==> src/rtl/lsu128_pkg.sv <==
package lsu128_pkg;

  localparam int BEAT_W     = 64;
  localparam int BEAT_BYTES = BEAT_W / 8;
  localparam int LANE_W     = $clog2(BEAT_BYTES);
  localparam int REG_W      = 2 * BEAT_W;

  localparam logic [3:0] OP_LB  = 4'd0;
  localparam logic [3:0] OP_LH  = 4'd1;
  localparam logic [3:0] OP_LW  = 4'd2;
  localparam logic [3:0] OP_LD  = 4'd3;
  localparam logic [3:0] OP_LQ  = 4'd4;
  localparam logic [3:0] OP_LBU = 4'd5;
  localparam logic [3:0] OP_LHU = 4'd6;
  localparam logic [3:0] OP_LWU = 4'd7;
  localparam logic [3:0] OP_LDU = 4'd8;
  localparam logic [3:0] OP_SB  = 4'd9;
  localparam logic [3:0] OP_SH  = 4'd10;
  localparam logic [3:0] OP_SW  = 4'd11;
  localparam logic [3:0] OP_SD  = 4'd12;
  localparam logic [3:0] OP_SQ  = 4'd13;

  localparam logic [1:0] MODE_64  = 2'b10;
  localparam logic [1:0] MODE_128 = 2'b11;

  typedef enum logic [2:0] {SZ_B, SZ_H, SZ_W, SZ_D, SZ_Q} acc_size_e;
  typedef enum logic [1:0] {ST_IDLE, ST_LO, ST_HI} beat_state_e;

  typedef struct packed {
    logic      legal;
    logic      store;
    logic      sext;
    acc_size_e size;
  } op_attr_t;

  // Strobes of a sub-quad access placed at a byte offset in the beat
  function automatic logic [BEAT_BYTES-1:0] lane_strobe(acc_size_e sz,
                                                        logic [LANE_W-1:0] off);
    logic [BEAT_BYTES-1:0] m;
    case (sz)
      SZ_B:    m = BEAT_BYTES'(1);
      SZ_H:    m = BEAT_BYTES'(3);
      SZ_W:    m = BEAT_BYTES'(15);
      default: m = '1;
    endcase
    return m << off;
  endfunction

  // Move store bytes up to their lanes
  function automatic logic [BEAT_W-1:0] lane_place(logic [BEAT_W-1:0] data,
                                                   logic [LANE_W-1:0] off);
    return data << {off, 3'b000};
  endfunction

  // Pick the loaded bytes out of the beat and widen them to a full register
  function automatic logic [REG_W-1:0] widen_load(logic [BEAT_W-1:0] rdata,
                                                  logic [LANE_W-1:0] off,
                                                  acc_size_e sz, logic sx);
    logic [BEAT_W-1:0] sh;
    logic [BEAT_W-1:0] lo;
    logic              fill;
    sh = rdata >> {off, 3'b000};
    case (sz)
      SZ_B: begin
        fill = sx & sh[7];
        lo   = {{(BEAT_W-8){fill}}, sh[7:0]};
      end
      SZ_H: begin
        fill = sx & sh[15];
        lo   = {{(BEAT_W-16){fill}}, sh[15:0]};
      end
      SZ_W: begin
        fill = sx & sh[31];
        lo   = {{(BEAT_W-32){fill}}, sh[31:0]};
      end
      default: begin
        fill = sx & sh[BEAT_W-1];
        lo   = sh;
      end
    endcase
    return {{BEAT_W{fill}}, lo};
  endfunction

endpackage

==> src/rtl/lsu128_decode.sv <==
module lsu128_decode
  import lsu128_pkg::*;
(
  input  logic [3:0] op,
  input  logic [1:0] mode,
  output op_attr_t   attr
);

  logic need_128;
  logic need_64;
  logic wide_mode;

  assign wide_mode = (mode == MODE_64) || (mode == MODE_128);

  always_comb begin
    attr     = '{legal: 1'b1, store: 1'b0, sext: 1'b0, size: SZ_D};
    need_128 = 1'b0;
    need_64  = 1'b0;
    case (op)
      OP_LB:  begin attr.size = SZ_B; attr.sext = 1'b1; end
      OP_LH:  begin attr.size = SZ_H; attr.sext = 1'b1; end
      OP_LW:  begin attr.size = SZ_W; attr.sext = 1'b1; end
      OP_LD:  begin attr.size = SZ_D; attr.sext = 1'b1; need_64 = 1'b1; end
      OP_LQ:  begin attr.size = SZ_Q; need_128 = 1'b1; end
      OP_LBU: attr.size = SZ_B;
      OP_LHU: attr.size = SZ_H;
      OP_LWU: begin attr.size = SZ_W; need_64 = 1'b1; end
      OP_LDU: begin attr.size = SZ_D; need_128 = 1'b1; end
      OP_SB:  begin attr.size = SZ_B; attr.store = 1'b1; end
      OP_SH:  begin attr.size = SZ_H; attr.store = 1'b1; end
      OP_SW:  begin attr.size = SZ_W; attr.store = 1'b1; end
      OP_SD:  begin attr.size = SZ_D; attr.store = 1'b1; need_64 = 1'b1; end
      OP_SQ:  begin attr.size = SZ_Q; attr.store = 1'b1; need_128 = 1'b1; end
      default: attr.legal = 1'b0;
    endcase
    if (need_128 && (mode != MODE_128)) attr.legal = 1'b0;
    if (need_64 && !wide_mode)          attr.legal = 1'b0;
  end

endmodule

==> src/rtl/lsu128_agen.sv <==
module lsu128_agen #(
  parameter int ADDR_W = 64,
  parameter int IMM_W  = 12,
  parameter int STEP   = 8
) (
  input  logic [ADDR_W-1:0] base,
  input  logic [IMM_W-1:0]  imm,
  input  logic [ADDR_W-1:0] ea_held,
  input  logic              second,
  output logic [ADDR_W-1:0] ea,
  output logic [ADDR_W-1:0] beat_addr
);

  localparam int EXT_W = ADDR_W - IMM_W;

  function automatic logic [ADDR_W-1:0] offset_addr(logic [ADDR_W-1:0] b,
                                                    logic [IMM_W-1:0] i);
    return b + {{EXT_W{i[IMM_W-1]}}, i};
  endfunction

  assign ea        = offset_addr(base, imm);
  assign beat_addr = second ? ea_held + ADDR_W'(STEP) : ea_held;

endmodule

==> src/rtl/lsu128_lane.sv <==
module lsu128_lane
  import lsu128_pkg::*;
(
  input  logic [LANE_W-1:0]     off,
  input  acc_size_e             size,
  input  logic                  sext,
  input  logic                  second,
  input  logic [REG_W-1:0]      st_data,
  input  logic [BEAT_W-1:0]     rdata,
  input  logic [BEAT_W-1:0]     lo_held,
  output logic [BEAT_BYTES-1:0] be,
  output logic [BEAT_W-1:0]     wdata,
  output logic [REG_W-1:0]      ld_value
);

  logic quad;
  assign quad = (size == SZ_Q);

  always_comb begin
    if (quad) begin
      be       = '1;
      wdata    = second ? st_data[REG_W-1:BEAT_W] : st_data[BEAT_W-1:0];
      ld_value = {rdata, lo_held};
    end else begin
      be       = lane_strobe(size, off);
      wdata    = lane_place(st_data[BEAT_W-1:0], off);
      ld_value = widen_load(rdata, off, size, sext);
    end
  end

endmodule

==> src/rtl/lsu128_ctrl.sv <==
module lsu128_ctrl
  import lsu128_pkg::*;
(
  input  logic clk,
  input  logic rst_n,
  input  logic req_valid,
  input  logic legal,
  input  logic quad,
  input  logic store,
  input  logic mem_ready,
  output logic req_ready,
  output logic mem_valid,
  output logic second,
  output logic accept_ok,
  output logic capture_lo,
  output logic final_load,
  output logic illegal
);

  beat_state_e state_q;
  beat_state_e state_d;
  logic        accept;
  logic        fire;
  logic        last_beat;

  assign req_ready  = (state_q == ST_IDLE);
  assign mem_valid  = (state_q != ST_IDLE);
  assign second     = (state_q == ST_HI);
  assign accept     = req_valid && req_ready;
  assign accept_ok  = accept && legal;
  assign fire       = mem_valid && mem_ready;
  assign last_beat  = fire && (second || !quad);
  assign capture_lo = fire && !second && quad && !store;
  assign final_load = last_beat && !store;

  always_comb begin
    state_d = state_q;
    case (state_q)
      ST_IDLE: if (accept_ok) state_d = ST_LO;
      ST_LO:   if (fire) state_d = quad ? ST_HI : ST_IDLE;
      ST_HI:   if (fire) state_d = ST_IDLE;
      default: state_d = ST_IDLE;
    endcase
  end

  always_ff @(posedge clk or negedge rst_n) begin
    if (!rst_n) begin
      state_q <= ST_IDLE;
      illegal <= 1'b0;
    end else begin
      state_q <= state_d;
      illegal <= accept && !legal;
    end
  end

endmodule

==> src/rtl/lsu128_unit.sv <==
module lsu128_unit
  import lsu128_pkg::*;
#(
  parameter int ADDR_W = 64,
  parameter int IMM_W  = 12,
  parameter int RD_W   = 5
) (
  input  logic                  clk,
  input  logic                  rst_n,
  input  logic                  req_valid,
  output logic                  req_ready,
  input  logic [3:0]            req_op,
  input  logic [1:0]            req_mode,
  input  logic [ADDR_W-1:0]     req_base,
  input  logic [IMM_W-1:0]      req_imm,
  input  logic [RD_W-1:0]       req_rd,
  input  logic [REG_W-1:0]      req_wdata,
  output logic                  mem_valid,
  input  logic                  mem_ready,
  output logic [ADDR_W-1:0]     mem_addr,
  output logic                  mem_we,
  output logic [BEAT_BYTES-1:0] mem_be,
  output logic [BEAT_W-1:0]     mem_wdata,
  input  logic [BEAT_W-1:0]     mem_rdata,
  output logic                  wb_en,
  output logic [RD_W-1:0]       wb_rd,
  output logic [REG_W-1:0]      wb_data,
  output logic                  illegal
);

  op_attr_t          dec_attr;
  logic [ADDR_W-1:0] ea_now;
  logic [ADDR_W-1:0] ea_q;
  acc_size_e         size_q;
  logic              sext_q;
  logic              store_q;
  logic [RD_W-1:0]   rd_q;
  logic [REG_W-1:0]  wdata_q;
  logic [BEAT_W-1:0] lo_q;
  logic              quad_q;

  // internal events, named for the checker
  logic              accept_ok;
  logic              capture_lo;
  logic              final_load;
  logic              hi_beat;
  logic [REG_W-1:0]  ld_value;

  logic              wb_en_q;
  logic [RD_W-1:0]   wb_rd_q;
  logic [REG_W-1:0]  wb_data_q;

  assign quad_q = (size_q == SZ_Q);

  lsu128_decode u_dec (
    .op   (req_op),
    .mode (req_mode),
    .attr (dec_attr)
  );

  lsu128_agen #(
    .ADDR_W (ADDR_W),
    .IMM_W  (IMM_W),
    .STEP   (BEAT_BYTES)
  ) u_agen (
    .base      (req_base),
    .imm       (req_imm),
    .ea_held   (ea_q),
    .second    (hi_beat),
    .ea        (ea_now),
    .beat_addr (mem_addr)
  );

  lsu128_ctrl u_ctrl (
    .clk        (clk),
    .rst_n      (rst_n),
    .req_valid  (req_valid),
    .legal      (dec_attr.legal),
    .quad       (quad_q),
    .store      (store_q),
    .mem_ready  (mem_ready),
    .req_ready  (req_ready),
    .mem_valid  (mem_valid),
    .second     (hi_beat),
    .accept_ok  (accept_ok),
    .capture_lo (capture_lo),
    .final_load (final_load),
    .illegal    (illegal)
  );

  lsu128_lane u_lane (
    .off      (ea_q[LANE_W-1:0]),
    .size     (size_q),
    .sext     (sext_q),
    .second   (hi_beat),
    .st_data  (wdata_q),
    .rdata    (mem_rdata),
    .lo_held  (lo_q),
    .be       (mem_be),
    .wdata    (mem_wdata),
    .ld_value (ld_value)
  );

  always_ff @(posedge clk or negedge rst_n) begin
    if (!rst_n) begin
      ea_q    <= '0;
      size_q  <= SZ_D;
      sext_q  <= 1'b0;
      store_q <= 1'b0;
      rd_q    <= '0;
      wdata_q <= '0;
    end else if (accept_ok) begin
      ea_q    <= ea_now;
      size_q  <= dec_attr.size;
      sext_q  <= dec_attr.sext;
      store_q <= dec_attr.store;
      rd_q    <= req_rd;
      wdata_q <= req_wdata;
    end
  end

  always_ff @(posedge clk or negedge rst_n) begin
    if (!rst_n) begin
      lo_q <= '0;
    end else if (capture_lo) begin
      lo_q <= mem_rdata;
    end
  end

  always_ff @(posedge clk or negedge rst_n) begin
    if (!rst_n) begin
      wb_en_q   <= 1'b0;
      wb_rd_q   <= '0;
      wb_data_q <= '0;
    end else begin
      wb_en_q <= final_load && (rd_q != '0);
      if (final_load) begin
        wb_rd_q   <= rd_q;
        wb_data_q <= ld_value;
      end
    end
  end

  assign mem_we  = store_q;
  assign wb_en   = wb_en_q;
  assign wb_rd   = wb_rd_q;
  assign wb_data = wb_data_q;

endmodule

==> config.mk <==
export PLATFORM = sky130hd
export DESIGN_NAME = lsu128_unit
export DESIGN_NICKNAME = d
export VERILOG_FILES = /design/src/rtl/lsu128_pkg.sv /design/src/rtl/lsu128_decode.sv /design/src/rtl/lsu128_agen.sv /design/src/rtl/lsu128_lane.sv /design/src/rtl/lsu128_ctrl.sv /design/src/rtl/lsu128_unit.sv
export SDC_FILE = /design/constraint.sdc
export NUM_CORES = 1
export LEC_CHECK = 0
export BUFFER_PORTS_ARGS = -buffer_cell sky130_fd_sc_hd__buf_2
export CAP_MARGIN = 20
export CORE_MARGIN = 2
export CORE_UTILIZATION = 45
export CTS_BUF_LIST = sky130_fd_sc_hd__clkbuf_2 sky130_fd_sc_hd__clkbuf_4 sky130_fd_sc_hd__clkbuf_8
export DETAILED_ROUTE_END_ITERATION = 16
export GPL_ROUTABILITY_DRIVEN = 1
export PLACE_DENSITY = 0.64
export SLEW_MARGIN = 10
export SYNTH_ARGS = -nofsm -noshare
export SYNTH_HDL_FRONTEND = slang
export SYNTH_HIERARCHICAL = 1
export SYNTH_SLANG_ARGS = --single-unit
==> constraint.sdc <==
create_clock -name clk -period 5.5 [get_ports clk]
set_clock_uncertainty 0.2 [all_clocks]
set_input_delay 1.1 -clock clk [delete_from_list [all_inputs] [get_ports clk]]
set_output_delay 1.1 -clock clk [all_outputs]
set_load 0.01 [all_outputs]
# After elaboration in Yosys (flattened, before gate mapping)

Cells that the tools add are included.

Register bits: 403
Output and inout port bits: 274

Bitwise gates (word level): 4
Add/sub/neg operators: 2
Shift operators: 3
Reduce and logical (&&, ||, !) cells: 34
Equal/unequal tests: 24
Multiplexer cells: 22

Operators with widths:

| kind                                          | count |
|---|---|
| two-way mux 64 bit                            | 3 |
| case mux 64 bit (3 select lines)              | 1 |
| two-way mux 128 bit                           | 1 |
| adder 64 x 4 -> 64 bit, second input constant | 1 |
| adder 64 bit                                  | 1 |
| left shift 64 x 6 -> 64 bit                   | 1 |
| >> shifter 64 x 6 -> 64 bit                   | 1 |
| == test 4 bit, second input constant          | 6 |
| case mux 8 bit (3 select lines)               | 1 |
| == test 4 x 3 -> 1 bit, second input constant | 4 |
| two-way mux 8 bit                             | 2 |
| OR reduction 3 bit                            | 5 |
| OR reduction 14 bit                           | 1 |
| logical AND 1 bit                             | 12 |
| case mux 3 bit (4 select lines)               | 1 |
| == test 4 x 2 -> 1 bit, second input constant | 2 |
| two-way mux 2 bit                             | 4 |
| left shift 8 x 3 -> 8 bit                     | 1 |
| two-way mux 1 bit                             | 7 |
| == test 2 bit, second input constant          | 3 |
| case mux 2 bit (3 select lines)               | 1 |
| logical NOT 1 bit                             | 5 |
| nonzero test 5 bit                            | 1 |
| OR reduction 5 bit                            | 1 |
| other kinds (17)                              | 23 |

# Logic depth before layout (Yosys ltp)

Depth in word-level cells: 9
Depth in mapped cells: 12

# Cells and area by module

The synthesis kept the hierarchy.

Modules (own cells, without submodules):

| module        | cells an instance | area each (um2) | times used |
|---|---|---|---|
| lsu128_unit   | 846               | 15152.0         | 1 |
| lsu128_lane   | 927               | 6892.9          | 1 |
| lsu128_agen   | 734               | 4941.0          | 1 |
| lsu128_ctrl   | 19                | 186.4           | 1 |
| lsu128_decode | 27                | 167.7           | 1 |

# Worst setup path after synthesis

OpenSTA, ideal clock, no wires.

Path kind: in2reg
From: input req_base[0]
To: register ea_q[38]
Buffers on the path: 0
Data arrival time: 3.835 ns
Stages: 12
Data required time: 5.175 ns
Setup slack: 1.340 ns
Cell sequence: ha_1 > fa_1 > a21o_1 > a221oi_1 > o221ai_2 > a31oi_1 > o21ai_1 > a31oi_1 > nor2_1 > o31ai_1 > xnor2_1 > mux2_2

Word-level cells in the longest chain between the ends: 1

Ends and longest elaborated chain:

| item                   | line               | RTL |
|---|---|---|
| start: declaration     | lsu128_unit.sv:14  | `input logic [ADDR_W-1:0] req_base,` |
| adder 64 bit           | lsu128_agen.sv:18  | `return b + {{EXT_W{i[IMM_W-1]}}, i};` |
| named net ea_now[38]   | lsu128_unit.sv:32  | `logic [ADDR_W-1:0] ea_now;` |
| end signal: assignment | lsu128_unit.sv:113 | `ea_q <= ea_now;` |
| end: declaration       | lsu128_unit.sv:33  | `logic [ADDR_W-1:0] ea_q;` |

The timed path passes the listed nets, and every way through them passes these cells.
A chain may end at the register's enable or synchronous reset.

# Worst setup path after layout

From: register u_ctrl.state_q[0]
To: output mem_addr[59]

Word-level cells in the longest chain between the ends: 2

Ends and longest elaborated chain:

| item                     | line              | RTL |
|---|---|---|
| start: declaration       | lsu128_ctrl.sv:20 | `beat_state_e state_q;` |
| start signal: assignment | lsu128_ctrl.sv:51 | `state_q <= state_d;` |
| == test 2 bit            | lsu128_ctrl.sv:28 | `assign second = (state_q == ST_HI);` |
| named net hi_beat        | lsu128_unit.sv:46 | `logic hi_beat;` |
| two-way mux 64 bit       | lsu128_agen.sv:22 | `assign beat_addr = second ? ea_held + ADDR_W'(STEP) : ea_held;` |
| end: declaration         | lsu128_unit.sv:20 | `output logic [ADDR_W-1:0] mem_addr,` |

The timed path passes the listed nets, and every way through them passes these cells.

==> flow_metrics.py <==
metrics = {
    "outcome": {
        "status": "finished, final reports clean",
    },
    "hold_path": {
        "hold_class": "input pin to async pin",
    },
    "timing": {
        "max_slew_margin_pct": 25.75,
        "max_freq_ghz": 0.2034,
        "rsz0062_at_grt": "false",
        "fin_crit_sh_pct": 89.38,
        "period_needed_ns": 4.916,
        "drv_slew": 0,
        "hold_viol": 0,
        "setup_tns_ns": 0,
        "tightest_slew_ns": 1.110,
        "setup_viol_count_final": 0,
    },
    "final_layout": {
        "final_util_pct": 53.30,
        "areaGrowthSynthToFinish_pct": 17.45,
        "fin_nets": 3365,
        "final_cell_mix": "buf_2 (555), dfrtp_1 (399), mux2_2 (357), nor2_1 (201), nand2_1 (154)",
        "drive_gt1_share_pct": 41.56,
        "final_common_cell": "buf_2",
    },
    "synth": {
        "async_reset_ff_share_pct": 100.0,
        "synth.yosys.seq_area_share_pct": 36.90,
        "ys_warn_count": 6,
        "yosys.area_share.adder_pct": 3.002,
        "synth_top_family_by_area": "multiplexers",
        "synth.net_count": 2901,
        "synth-main-ff-cell": "dfrtp_1",
        "synth_cell_types": 87,
        "syn_area_per_cell_um2": 10.71,
        "synth_seq_cells": 403,
        "syn-instance-count": 2553,
        "synthSimpleGateAreaFrac_pct": 9.638,
        "synth_edf_count": 0,
        "synth-xor-area-share_pct": 3.876,
        "synth.area.mux_share_pct": 25.90,
        "synth_area_um2": 27340,
        "synth_compound_area_share_pct": 16.03,
    },
    "grt": {
        "grt.overflow.total": 0,
        "grt_pass1_vias": 23230,
        "grt_use_total_pct": 29.73,
        "grt_max_degree": 105,
        "grt_pass1_wl_um": 143900,
        "antenna_found_initial": 15,
    },
    "clock_tree": {
        "holdBufCountCts": 0,
        "cts_buffers": 74,
        "post_cts_buffers": 0,
        "clk_latency_ns": 0.68,
        "cts_buffer_depth": 3,
        "tritoncts": "done",
        "clock-root-buffer": "clkbuf_8",
        "cts_resized": 0,
        "cts.sinks": 403,
        "cts_max_level": 3,
        "path_clk_slew_ns": 0.06,
    },
    "pwr": {
        "p_comb_share_pct": 47.6,
        "p_int_uw": 9485,
        "power.leakage_uw": 0.01478,
        "pwr-share-seq_pct": 33.1,
        "swShare_pct": 41.01,
        "irDropWorstVdd_mv": 0.3146,
        "switchingPower_uw": 6594,
        "pwr-share-clk_pct": 19.3,
        "cellPowerDensity_nw_per_um2": 500.7,
    },
    "detailed_routing": {
        "post_drt_wl_per_cell_um": 24.98,
        "viasPerCell": 6.128,
        "dr.first_iter.drc_count": 2041,
        "ant_nets": 0,
        "wirelength_um": 96480,
        "first_pass_iters": 5,
        "drc": 0,
        "vias": 23670,
    },
    "setup_path": {
        "arrival_ns": 3.62,
        "worstPathMaxFanout": 5,
        "crit_required_ns": 4.20,
        "crit_path_end_kind": "output pin",
        "cp-start-kind": "register",
        "crit_type": "register to output pin",
    },
    "floorplanning": {
        "ioPinCount": 557,
        "initial_core_util_pct": 45.38,
        "die_h_um": 250.5,
        "fp-row-count": 90,
        "die_area_um2": 62740,
        "die_w_um": 250.5,
        "core_um2": 60250,
    },
    "run": {
        "maxCapViolations": 0,
    },
    "place": {
        "numPortBuffers": 556,
        "dp_hpwl_um": 71940,
        "gp_congestion": 0.9175,
    },
}
-- registers in the layout, indices dropped and copies added (netlist names), 2 cells and up --
signal,cells
wb_rd,5
size_q,3
wdata_q,128
wb_data,128
ea_q,64
rd_q,5
lo_q,64
u_ctrl/state_q,2
-- metal layers --
metal / vias to the layer above / share of wire, % / global-route usage (%)
li1: 10460 / - / -
met1: 11930 / 41 / 38.60
met2: 1091 / 48 / 49.32
met3: 194 / 7.7 / 5.819
met4: 4 / 3.2 / 10.80
met5: - / 0.022 / 0
-- power groups by stage --
stage / Combinational [uW] / Clock [uW] / Sequential, uW
finish: 7650 / 3100 / 5330
global route: 8140 / 3300 / 5480
CTS: 7610 / 3170 / 5310
detailed placement: 7570 / 0 / 5350
global placement: 7490 / 0 / 5280
floorplan: 4920 / 0 / 5070
-- worst paths after layout --
path / to / slack, ns / from / cells after the start
min reg2reg: wb_data[53] / 0.30 / wb_data[53] / 1
max in group asynchronous: wdata_q[37] / 3.75 / rst_n / 2
max reg2reg: wb_data[46] / 1.63 / ea_q[1] / 7
max: mem_addr[59] / 0.58 / u_ctrl/state_q[0] / 10
min in group clk: wb_data[53] / 0.30 / wb_data[53] / 1
min: ea_q[0] / 0.30 / rst_n / 1
-- critical path, cell delays in order, from the launching register on --
cell and delay (ns):
dfrtp_1 0.43, nor2b_4 0.19, and3_1 0.28, and3_1 0.25
nand2_1 0.17, nor3_1 0.39, and3_1 0.38, nand3_1 0.25
nor2_1 0.18, xor2_1 0.25, buf_2 0.18
-- area by class of cell --
class	count	area, um^2
tap	782	978.4
inverter	33	123.9
sequential	403	10090
clock buffer	120	1489
multi-input combinational	1906	16060
timing repair buffer	599	3241
clock inverter	14	108.9
antenna	6	15.01
fill	5316	28130
-- cells by family (layout without fill, tap and decap cells) --
group	Yosys count	in the layout
mux	592	592
simple gates	565	565
compound gates	563	563
flops	403	403
buf+inv	244	766
xor+xnor	121	121
fa+ha+maj	65	65
other cells	0	6
-- Yosys cell counts (13+ instances only) --
cell type | n | area share [%]
mux2i_1 | 143 | 5.2
dfrtp_1 | 401 | 37
buf_2 | 31 | 0.57
buf_1 | 24 | 0.33
o21ai_0 | 69 | 1.3
a41oi_1 | 51 | 1.6
and3_1 | 22 | 0.50
nand2_1 | 155 | 2.1
xor2_1 | 42 | 1.3
a21o_1 | 51 | 1.4
nand2b_1 | 15 | 0.34
o211ai_1 | 21 | 0.58
buf_4 | 15 | 0.41
nor2b_1 | 26 | 0.59
inv_1 | 29 | 0.40
mux2_2 | 357 | 15
o21bai_1 | 15 | 0.41
o22ai_1 | 25 | 0.57
nand3_1 | 35 | 0.64
a21oi_1 | 114 | 2.1
buf_6 | 35 | 1.4
ha_1 | 64 | 2.9
mux2_4 | 59 | 3.2
a31oi_1 | 38 | 0.87
a41oi_2 | 50 | 3.0
xnor2_1 | 79 | 2.5
or3_1 | 19 | 0.43
nor3_1 | 19 | 0.35
nor2_1 | 203 | 2.8
nand4_1 | 31 | 0.71
clkbuf_1 | 106 | 1.5
o2bb2ai_1 | 13 | 0.42
a211oi_1 | 27 | 0.74
mux4_2 | 33 | 2.7
-- per-stage QoR --
stage	setup WS [ns]	instances	power, uW	hold WS, ns	instance area (um^2)
3_5_place_dp	0.7102	3723	12910	0.2902	30500
6_report	0.5843	3863	16080	0.3012	32110
5_1_grt	0.3373	3861	16920	0.3111	32110
2_1_floorplan	1.340	2553	9996	0.2803	27340
3_3_place_gp	0.7274	3723	12770	0.2871	30500
4_1_cts	0.5800	3857	16080	0.2998	32100
Power figures use the tool's default switching activity.
